===== src/rtl/sigout_pkg.sv =====
package sigout_pkg;
  typedef enum logic [1:0] {
    PM_LEVEL = 2'b00,
    PM_ALT   = 2'b01,
    PM_BLINK = 2'b10,
    PM_TONE  = 2'b11
  } pinMode_t;

  typedef struct packed {
    pinMode_t ovtMode;
    pinMode_t alertMode;
    logic     caseBeep;
    logic     pulseStart;
  } ctrlStrobes_t;
endpackage


===== src/rtl/sigout_ctrl.sv =====
module sigout_ctrl
  import sigout_pkg::*;
#(
  parameter logic [7:0] MODE_IDX   = 8'h02,
  parameter logic [7:0] STATUS_IDX = 8'h03
) (
  input  logic         clk,
  input  logic         rstN,
  input  logic         ovtEvent,
  input  logic         caseOpen,
  input  logic [7:0]   regIdx,
  input  logic [7:0]   regWrData,
  input  logic         regWrEn,
  output logic [7:0]   regRdData,
  output ctrlStrobes_t strb,
  output logic [7:0]   modeReg,
  output logic         caseSts,
  output logic         pmeReq
);
  logic ovtPrev;
  logic clrReq;

  assign clrReq = regWrEn && (regIdx == STATUS_IDX) && regWrData[0] && !caseOpen;

  always_ff @(posedge clk or negedge rstN) begin
    if (!rstN) begin
      modeReg <= '0;
      caseSts <= 1'b0;
      ovtPrev <= 1'b0;
    end else begin
      ovtPrev <= ovtEvent;
      if (regWrEn && regIdx == MODE_IDX) modeReg <= regWrData;
      // intrusion sets with priority over any clearing write
      if (caseOpen)    caseSts <= 1'b1;
      else if (clrReq) caseSts <= 1'b0;
    end
  end

  always_comb begin
    if (regIdx == MODE_IDX)        regRdData = modeReg;
    else if (regIdx == STATUS_IDX) regRdData = {7'b0, caseSts};
    else                           regRdData = 8'h00;
  end

  always_comb begin
    strb.ovtMode    = pinMode_t'(modeReg[5:4]);
    strb.alertMode  = pinMode_t'(modeReg[1:0]);
    strb.caseBeep   = modeReg[6] && caseSts;
    strb.pulseStart = ovtEvent && !ovtPrev && (pinMode_t'(modeReg[5:4]) == PM_ALT);
  end

  assign pmeReq = caseSts && modeReg[2];
endmodule


===== src/rtl/sigout_dp.sv =====
module sigout_dp
  import sigout_pkg::*;
#(
  parameter int CLK_HZ    = 50_000_000,
  parameter int PULSE_CYC = 16
) (
  input  logic         clk,
  input  logic         rstN,
  input  ctrlStrobes_t strb,
  input  logic         ovtEvent,
  input  logic         alertEvent,
  output logic         ovtPinN,
  output logic         alertPin,
  output logic         beepOut
);
  localparam int BLINK_FULL = 2 * (CLK_HZ / 2);
  localparam int LO_HALF    = CLK_HZ / 800;
  localparam int HI_HALF    = CLK_HZ / 1600;
  localparam int SEG_CYC    = CLK_HZ / 4;
  localparam int BW = $clog2(BLINK_FULL + 1);
  localparam int PW = $clog2(PULSE_CYC + 1);
  localparam int TW = $clog2(LO_HALF + 1);
  localparam int SW = $clog2(SEG_CYC + 1);
  localparam logic [BW-1:0] BLINK_LAST = BW'(BLINK_FULL - 1);
  localparam logic [BW-1:0] BLINK_HALF = BW'(CLK_HZ / 2);
  localparam logic [PW-1:0] PULSE_LOAD = PW'(PULSE_CYC);
  localparam logic [TW-1:0] LO_LAST    = TW'(LO_HALF - 1);
  localparam logic [TW-1:0] HI_LAST    = TW'(HI_HALF - 1);
  localparam logic [SW-1:0] SEG_LAST   = SW'(SEG_CYC - 1);

  // per-pin blink generators (index 0 = thermal, 1 = alert)
  logic [1:0] pinEvt;
  logic [1:0] blinkOn;
  pinMode_t   pinMode [2];
  assign pinEvt     = {alertEvent, ovtEvent};
  assign pinMode[0] = strb.ovtMode;
  assign pinMode[1] = strb.alertMode;

  for (genvar i = 0; i < 2; i++) begin : g_blink
    logic [BW-1:0] blinkCnt;
    logic          blinkAct;
    assign blinkAct = pinEvt[i] && (pinMode[i] == PM_BLINK);
    always_ff @(posedge clk or negedge rstN) begin
      if (!rstN)                       blinkCnt <= '0;
      else if (!blinkAct)              blinkCnt <= '0;
      else if (blinkCnt == BLINK_LAST) blinkCnt <= '0;
      else                             blinkCnt <= blinkCnt + 1'b1;
    end
    assign blinkOn[i] = blinkAct && (blinkCnt < BLINK_HALF);
  end

  // thermal low pulse
  logic [PW-1:0] pulseCnt;
  always_ff @(posedge clk or negedge rstN) begin
    if (!rstN)                pulseCnt <= '0;
    else if (strb.pulseStart) pulseCnt <= PULSE_LOAD;
    else if (pulseCnt != '0)  pulseCnt <= pulseCnt - 1'b1;
  end

  // shared two-tone generator
  logic srcOvt, srcAlert, srcCase, toneAct;
  logic [TW-1:0] toneCnt;
  logic [SW-1:0] segCnt;
  logic          toneLvl, hiFreq;
  assign srcOvt   = ovtEvent && (strb.ovtMode == PM_TONE);
  assign srcAlert = alertEvent && (strb.alertMode == PM_TONE);
  assign srcCase  = strb.caseBeep;
  assign toneAct  = srcOvt || srcAlert || srcCase;

  always_ff @(posedge clk or negedge rstN) begin
    if (!rstN) begin
      toneCnt <= '0; segCnt <= '0; toneLvl <= 1'b1; hiFreq <= 1'b0;
    end else if (!toneAct) begin
      toneCnt <= '0; segCnt <= '0; toneLvl <= 1'b1; hiFreq <= 1'b0;
    end else if (segCnt == SEG_LAST) begin
      segCnt  <= '0;
      toneCnt <= '0;
      toneLvl <= 1'b1;
      hiFreq  <= !hiFreq;
    end else begin
      segCnt <= segCnt + 1'b1;
      if (toneCnt == (hiFreq ? HI_LAST : LO_LAST)) begin
        toneCnt <= '0;
        toneLvl <= !toneLvl;
      end else begin
        toneCnt <= toneCnt + 1'b1;
      end
    end
  end

  assign beepOut = (srcOvt && toneLvl) || (srcAlert && toneLvl) || (srcCase && toneLvl);

  always_comb begin
    unique case (strb.ovtMode)
      PM_LEVEL: ovtPinN = !ovtEvent;
      PM_ALT:   ovtPinN = (pulseCnt == '0);
      PM_BLINK: ovtPinN = !blinkOn[0];
      PM_TONE:  ovtPinN = 1'b1;
    endcase
    unique case (strb.alertMode)
      PM_LEVEL: alertPin = !alertEvent;
      PM_ALT:   alertPin = alertEvent;
      PM_BLINK: alertPin = !blinkOn[1];
      PM_TONE:  alertPin = 1'b1;
    endcase
  end
endmodule


===== src/rtl/hwmon_alert_out.sv =====
module hwmon_alert_out
  import sigout_pkg::*;
#(
  parameter int CLK_HZ    = 50_000_000,
  parameter int PULSE_CYC = 16
) (
  input  logic       clk,
  input  logic       rstN,
  input  logic       ovtEvent,
  input  logic       alertEvent,
  input  logic       caseOpen,
  input  logic [7:0] regIdx,
  input  logic [7:0] regWrData,
  input  logic       regWrEn,
  output logic [7:0] regRdData,
  output logic       ovtPinN,
  output logic       alertPin,
  output logic       beepOut,
  output logic       pmeReq
);
  ctrlStrobes_t strb;
  logic [7:0]   modeReg;
  logic         caseSts;

  sigout_ctrl u_ctrl (
    .clk(clk), .rstN(rstN), .ovtEvent(ovtEvent), .caseOpen(caseOpen),
    .regIdx(regIdx), .regWrData(regWrData), .regWrEn(regWrEn),
    .regRdData(regRdData), .strb(strb), .modeReg(modeReg),
    .caseSts(caseSts), .pmeReq(pmeReq)
  );

  sigout_dp #(.CLK_HZ(CLK_HZ), .PULSE_CYC(PULSE_CYC)) u_dp (
    .clk(clk), .rstN(rstN), .strb(strb), .ovtEvent(ovtEvent),
    .alertEvent(alertEvent), .ovtPinN(ovtPinN), .alertPin(alertPin),
    .beepOut(beepOut)
  );
endmodule


===== config.mk =====
export PLATFORM = sky130hd
export DESIGN_NAME = hwmon_alert_out
export DESIGN_NICKNAME = d
export VERILOG_FILES = /design/src/rtl/sigout_pkg.sv /design/src/rtl/sigout_ctrl.sv /design/src/rtl/sigout_dp.sv /design/src/rtl/hwmon_alert_out.sv
export SDC_FILE = /design/constraint.sdc
export NUM_CORES = 1
export LEC_CHECK = 0
export ABC_AREA = 1
export BUFFER_PORTS_ARGS = -buffer_cell sky130_fd_sc_hd__buf_2
export CAP_MARGIN = 20
export CORE_ASPECT_RATIO = 0.8
export CORE_MARGIN = 1
export CORE_UTILIZATION = 55
export CTS_CLUSTER_DIAMETER = 40
export CTS_CLUSTER_SIZE = 16
export DETAILED_ROUTE_END_ITERATION = 10
export PLACE_DENSITY = 0.73
export SYNTH_ARGS = -nofsm -noshare
export SYNTH_HDL_FRONTEND = slang
export SYNTH_SLANG_ARGS = --single-unit

===== constraint.sdc =====
create_clock -name clk -period 2.3 [get_ports clk]
set_input_delay 0.115 -clock clk [delete_from_list [all_inputs] [get_ports clk]]
set_output_delay 0.115 -clock clk [all_outputs]
set_load 0.005 [all_outputs]

==> results.cfg, run 1 <==
[power]
p_sw_share_pct = 24.4
p_int_mw = 2.98
power_mw = 3.94
p_clk_share_pct = 41.1
ir_drop_mv = 0.421
leakage_nw = 3.05
pwr_density_cell_nw_per_um2 = 547
pwr-share-comb_pct = 7.7
p_sw_uw = 962
seqPwrFrac_pct = 51.2

[floorplan]
die_y_um = 99.1
ioPinCount = 34
dieArea_um2 = 12200
num_rows = 35
initial_core_util_pct = 56.3
coreArea_um2 = 11500
fp.dieW_um = 123

[worst_setup_path]
crit_chain = dlygate4sd3_1, buf_2, inv_1, nor3_2, clkinvlp_4, nor2_1, nand2_1, nand2_1, nand2_1, buf_2
cpMaxStageDelayCell = dlygate4sd3_1
endpoint_kind = output pin
cp_max_fo = 5
cpLargestDelayFamily = buffers and inverters
cp-start-kind = input port
max_stage_delay_ns = 0.55
cp_num_buf_inv = 5
arrival_ns = 1.88
cp_common_cell = nand2_1
critical_path_required_ns = 2.18
path_class = in -> out

[logic_synthesis]
synthArstFlopShare_pct = 100
synth_cell_types = 38
syn_area_um2 = 6480
synth_ff_type = dfrtp_1
syn-num-nets = 952
ys.warnings.count = 0
ys_ff_latch = 109
synth_edf_count = 0
yosysSeqAreaShare_pct = 42.1
syn_inst = 924
synth_area_per_cell_um2 = 7.02

[global_route]
grt_usage_pct = 25.4
grt_overflow = 0
grt_max_degree = 69
antenna_found_initial = 0
grt_pass1_vias = 5363
grt_pass1_wl_um = 24500

[sta]
slew_headroom_pct = 61.4
setup_viol = 0
period_share_pct = 86.5
max_freq_mhz = 502
hold_viol = 0
fin_ws_ns = 0.309
min_period_ns = 1.99
slew_viol_final = 0
rsz0062_at_grt = false
fin_skew_ns = 0.00651
fin_tns_setup_ns = 0
worst_pin_slew_ns = 0.579

[worst_hold_path]
hp-class = in -> reg

[clock_tree]
cts_tree = built
clk-insertion-delay-late_ns = 0.35
cts_buffers = 9
htreeDepth = 3
clkTransAtPathRegs_ns = 0.07
clockBufferDepth = 2
cts_root_buf = clkbuf_16
clock_sinks = 109

[place]
port_buffers = 33
pre_cts_ws_ns = 0.576
placed_area_um2 = 6820
routabilityCongestion = 0.903
dp_cells = 1101
dp_hpwl_um = 10600

[drt]
vias = 5826
wirelength_um = 14200
drc_errors = 0
routed_via_density = 5.18
drtPass1Iterations = 5
ant_nets = 0
drt_iter0_markers = 525
routedWlPerCell_um = 12.6

[finish]
design_area_um2 = 7210
num-fill-cells = 1092
n_antenna_cell = 0
area_growth_syn_to_layout_pct = 11.2
instances_no_fill = 1125
nets = 1000
layout-drive-gt1-share_pct = 9.62

[status]
outcome = completed

[flow_run]
drv_cap = 0
## final timing paths
path,start,to,slack [ns],cells past startpoint
max,ovtEvent,ovtPinN,0.31,10
min,regWrData[1],u_ctrl.modeReg[1],0.01,3
max reg2reg,u_ctrl.modeReg[5],u_dp.toneCnt[9],0.61,6
min reg2reg,u_dp.segCnt[0],u_dp.segCnt[0],0.46,1
max in group asynchronous,rstN,u_dp.toneLvl,1.49,3
min in group asynchronous,rstN,u_dp.segCnt[17],0.16,2
## power groups by stage
stage | Sequential, mW | Clock (mW) | Combinational [mW]
3_5_place_dp | 2.06 | 0 | 0.297
3_3_place_gp | 2.06 | 0 | 0.293
5_1_grt | 2.03 | 1.73 | 0.351
4_1_cts | 2.02 | 1.65 | 0.307
6_report | 2.02 | 1.62 | 0.302
2_1_floorplan | 2.05 | 0 | 0.187
## through the flow
| step | hold slack, ns | util (%) |
|---|---|---|
| final | 0.0136 | 62.6 |
| after global routing | 0.0113 | 62.6 |
| after CTS | 0.00281 | 62.4 |
| after detailed placement | -0.0209 | 59.2 |
| after global placement | -0.0192 | 59.2 |
| after floorplan | -0.181 | - |
## final cells by class
| type | count | area, um^2 | share of cell area [%] |
|---|---|---|---|
| Multi-Input combinational cell | 695 | 3280 | 45.5 |
| Sequential cell | 109 | 2730 | 37.9 |
| Inverter | 112 | 424 | 5.89 |
| Timing Repair Buffer | 45 | 285 | 3.96 |
| Clock buffer | 10 | 239 | 3.32 |
| Tap cell | 148 | 185 | 2.57 |
| Clock inverter | 6 | 68.8 | 0.955 |
## cells in the final DEF, fill, tap and decap left out, types with 2 or more instances in the layout
cell,instances
o31ai_1,2
xor2_1,22
nor3_1,24
xnor2_1,9
nor4_1,2
inv_2,2
clkinv_2,2
o21ai_2,8
nand4_1,15
ha_1,6
nand2_2,4
nor3_2,3
o21bai_1,4
nor3b_1,5
nor2_1,226
buf_4,6
nand2_1,233
inv_1,109
nand3_2,3
a31oi_1,3
clkbuf_16,9
inv_6,2
a211oi_1,3
dfrtp_1,108
nor2_4,3
dlygate4sd3_1,6
buf_2,32
a21oi_1,9
nand3_1,74
o21ai_0,17
nand3b_1,2
nor2_2,10
## cell usage after synthesis, types with 3 or more instances
cell,instances,share of area [%]
a211oi_1,3,0.35
a21oi_1,9,0.69
a31oi_1,3,0.29
buf_2,4,0.31
dfrtp_1,108,42
ha_1,6,1.2
inv_1,110,6.4
nand2_1,233,13
nand2_2,4,0.39
nand3_1,74,5.7
nand3_2,3,0.46
nand4_1,15,1.4
nor2_1,226,13
nor2_2,10,0.97
nor2_4,3,0.52
nor3_1,24,1.9
nor3_2,3,0.46
nor3b_1,5,0.58
o21ai_0,17,1.3
o21ai_2,8,1.1
o21bai_1,4,0.46
xnor2_1,9,1.2
xor2_1,22,3.0
## routing by layer
layer,part of all wire (%),track usage [%],up-vias
met5,0,0,-
met4,1.1,5.47,0
met3,3.8,3.96,18
met2,42,38.4,136
met1,53,38.3,2674
li1,-,-,2998
## logic make-up (layout without fill, tap and decap cells)
kind of cell | after synthesis | after routing | share of synthesized area (%)
xor+xnor | 31 | 31 | 4.19
fa+ha+maj | 6 | 6 | 1.16
compound gates | 48 | 48 | 4.81
flops | 109 | 109 | 42.1
simple gates | 610 | 610 | 40.4
buf+inv | 120 | 173 | 7.37
## tightest hold or removal path: stages
cell	delay [ns]
buf_2	0.10
inv_1	0.06
o21ai_2	0.05
## repair_timing
action                                  4_1_cts  5_1_grt
buffers inserted                              0        2
resized for setup                             0        1
hold buffers                                  6        0
hold endpoints to repair                    113        0
endpoints found under the setup margin        0        1
## flip-flops by register name (all words and copies together), names as in the netlist
register               flops
u_ctrl.caseSts             1
u_ctrl.modeReg             8
u_dp.hiFreq                1
u_dp.g_blink.blinkCnt     52
u_dp.pulseCnt              5
u_dp.segCnt               24
u_ctrl.ovtPrev             1
u_dp.toneCnt              16
u_dp.toneLvl               1
(Power assumes the default switching activity.)
==> run 2, diff against run 1 <==
MAX_ROUTING_LAYER = met4   (was default)
==> results.cfg, run 2 (synthesized netlist as in run 1, its figures left out) <==
[status]
outcome = completed

[power]
pwr-share-comb_pct = 8.3
leakage_nw = 3.02
p_int_mw = 2.84
p_clk_share_pct = 38.6
ir_drop_mv = 0.395
p_sw_uw = 956
p_sw_share_pct = 25.2
pwr_density_cell_nw_per_um2 = 529
power_mw = 3.79
seqPwrFrac_pct = 53.2

[worst_setup_path]
critical_path_required_ns = 2.18
critical_path.reg2reg.startpoint = u_dp.segCnt[0]
cp_max_fo = 15
endpoint_kind = output pin
cp-start-kind = input port
cp-endpoint = ovtPinN
arrival_ns = 1.92
cp_common_cell = nand2_1
max_stage_delay_ns = 0.55
cpLargestDelayFamily = buffers and inverters
reg2reg_depth = 8
crit_chain = dlygate4sd3_1, buf_2, inv_1, nor3_2, inv_2, nor2_1, nand2_1, nand2_1, nand2_1, buf_2
rrSetupSlack_ns = 0.61
crit_cells = 10
path_class = in -> out
cpMaxStageDelayCell = dlygate4sd3_1
cp_num_buf_inv = 5
timing.rr.end = u_dp.toneCnt[5]
critPathLaunch = ovtEvent

[place]
placed_area_um2 = 6830
dp_hpwl_um = 10600
dp_cells = 1102
routabilityCongestion = 0.931
port_buffers = 33

[sta]
slew_headroom_pct = 59.7
min_period_ns = 2.03
slew_viol_final = 0
hold_viol = 0
setup_viol = 0
period_share_pct = 88.3
rsz0062_at_grt = false
hold_slack_ns = 0.00921
max_freq_mhz = 492
worst_pin_slew_ns = 0.604
fin_tns_setup_ns = 0
fin_skew_ns = 0.00833

[drt]
drc_errors = 0
drt_iter0_markers = 465
routed_via_density = 5.10
ant_nets = 0
vias = 5742
routedWlPerCell_um = 12.5
wirelength_um = 14000
drtPass1Iterations = 5

[finish]
instances_no_fill = 1125
nets = 1000
layout-drive-gt1-share_pct = 9.42
n_antenna_cell = 0
final_common_cell = nand2_1
registers.top_by_ff_count = u_dp.g_blink.blinkCnt
final_cell_mix = 233 x nand2_1, 226 x nor2_1, 109 x inv_1, 108 x dfrtp_1, 74 x nand3_1
final-seq-area_um2 = 2730
num-fill-cells = 1073
area_growth_syn_to_layout_pct = 10.6
largest_registers = u_dp.g_blink.blinkCnt: 52 flops, u_dp.segCnt: 24 flops, u_dp.toneCnt: 16 flops
largest_register_ffs = 52
multi_input_area_um2 = 3280
design_area_um2 = 7170

[flow_run]
drv_cap = 0

[global_route]
grt_pass1_wl_um = 24400
grt_overflow = 0
antenna_found_initial = 0
grt_pass1_vias = 5316
grt_max_degree = 46
grt_usage_pct = 26.0

[floorplan]
initial_core_util_pct = 56.3
num_rows = 35
die_y_um = 99.1
fp.dieW_um = 123
coreArea_um2 = 11500
dieArea_um2 = 12200
ioPinCount = 34

[clock_tree]
clk-insertion-delay-late_ns = 0.35
clock_sinks = 109
cts_tree = built
cts_root_buf = clkbuf_16
cts_buffers = 9
clockBufferDepth = 2
clkTransAtPathRegs_ns = 0.07
htreeDepth = 3

[worst_hold_path]
hp-class = in -> reg
## run 2: changes by cell type in the layout (fill, tap and decap cells not counted), sizes merged
cell         previous run  this run
dlygate4sd3             6         7
buf                    39        38
bufinv                  1         0
inv                   114       115
## run 2: routing by layer
metal  vias up  track usage, %  wire length [um]
met5         -               -                 0
met4         0            5.10               131
li1       2993               -                 -
met1      2583            38.1              7240
met2       150            37.7              5950
met3        16            4.70               720
## run 2: final cells by class
class	instances	share of cell area (%)
Tap cell	148	2.58
Clock buffer	10	3.19
Clock inverter	6	0.611
Timing Repair Buffer	45	4.01
Sequential cell	109	38.1
Inverter	112	5.86
Multi-Input combinational cell	695	45.7
## run 2: stage by stage
step,utilization (%),setup WS [ns]
2_1_floorplan,-,0.840
3_3_place_gp,59.3,0.584
3_5_place_dp,59.3,0.543
4_1_cts,62.3,0.141
5_1_grt,62.3,0.123
6_report,62.3,0.269
## run 2: worst register-to-register path, stage by stage (launching register included)
cell	delay, ns
dfrtp_1	0.38
ha_1	0.18
nand2_1	0.12
nor2_4	0.21
nand2_1	0.09
nor2_2	0.14
a21oi_4	0.11
nand2_2	0.26
nor2_1	0.08
## run 2: worst min-delay path by stage
stage / start / endpoint / slack (ns) / cells after the start
floorplan: rstN / u_ctrl.caseSts / -0.18 / 0
global placement: rstN / u_dp.segCnt[17] / 0.16 / 1
CTS: regWrData[7] / u_ctrl.modeReg[7] / 0.005 / 3
finish: regWrData[5] / u_ctrl.modeReg[5] / 0.009 / 3
detailed placement: rstN / u_dp.segCnt[17] / 0.16 / 1
global route: regWrData[7] / u_ctrl.modeReg[7] / 0.02 / 3
## run 2: what timing repair did
action,CTS,global route
endpoints found under the setup margin,0,1
resized for setup,0,1
setup buffers,0,0
endpoints found under the hold margin,47,0
hold buffers,7,0
## run 2: power groups by stage
stage / sequential, mW / clock, mW / combinational [mW]
5_1_grt: 2.02 / 1.56 / 0.363
3_3_place_gp: 2.05 / 0 / 0.298
4_1_cts: 2.02 / 1.50 / 0.320
2_1_floorplan: 2.05 / 0 / 0.187
6_report: 2.02 / 1.46 / 0.314
3_5_place_dp: 2.05 / 0 / 0.307
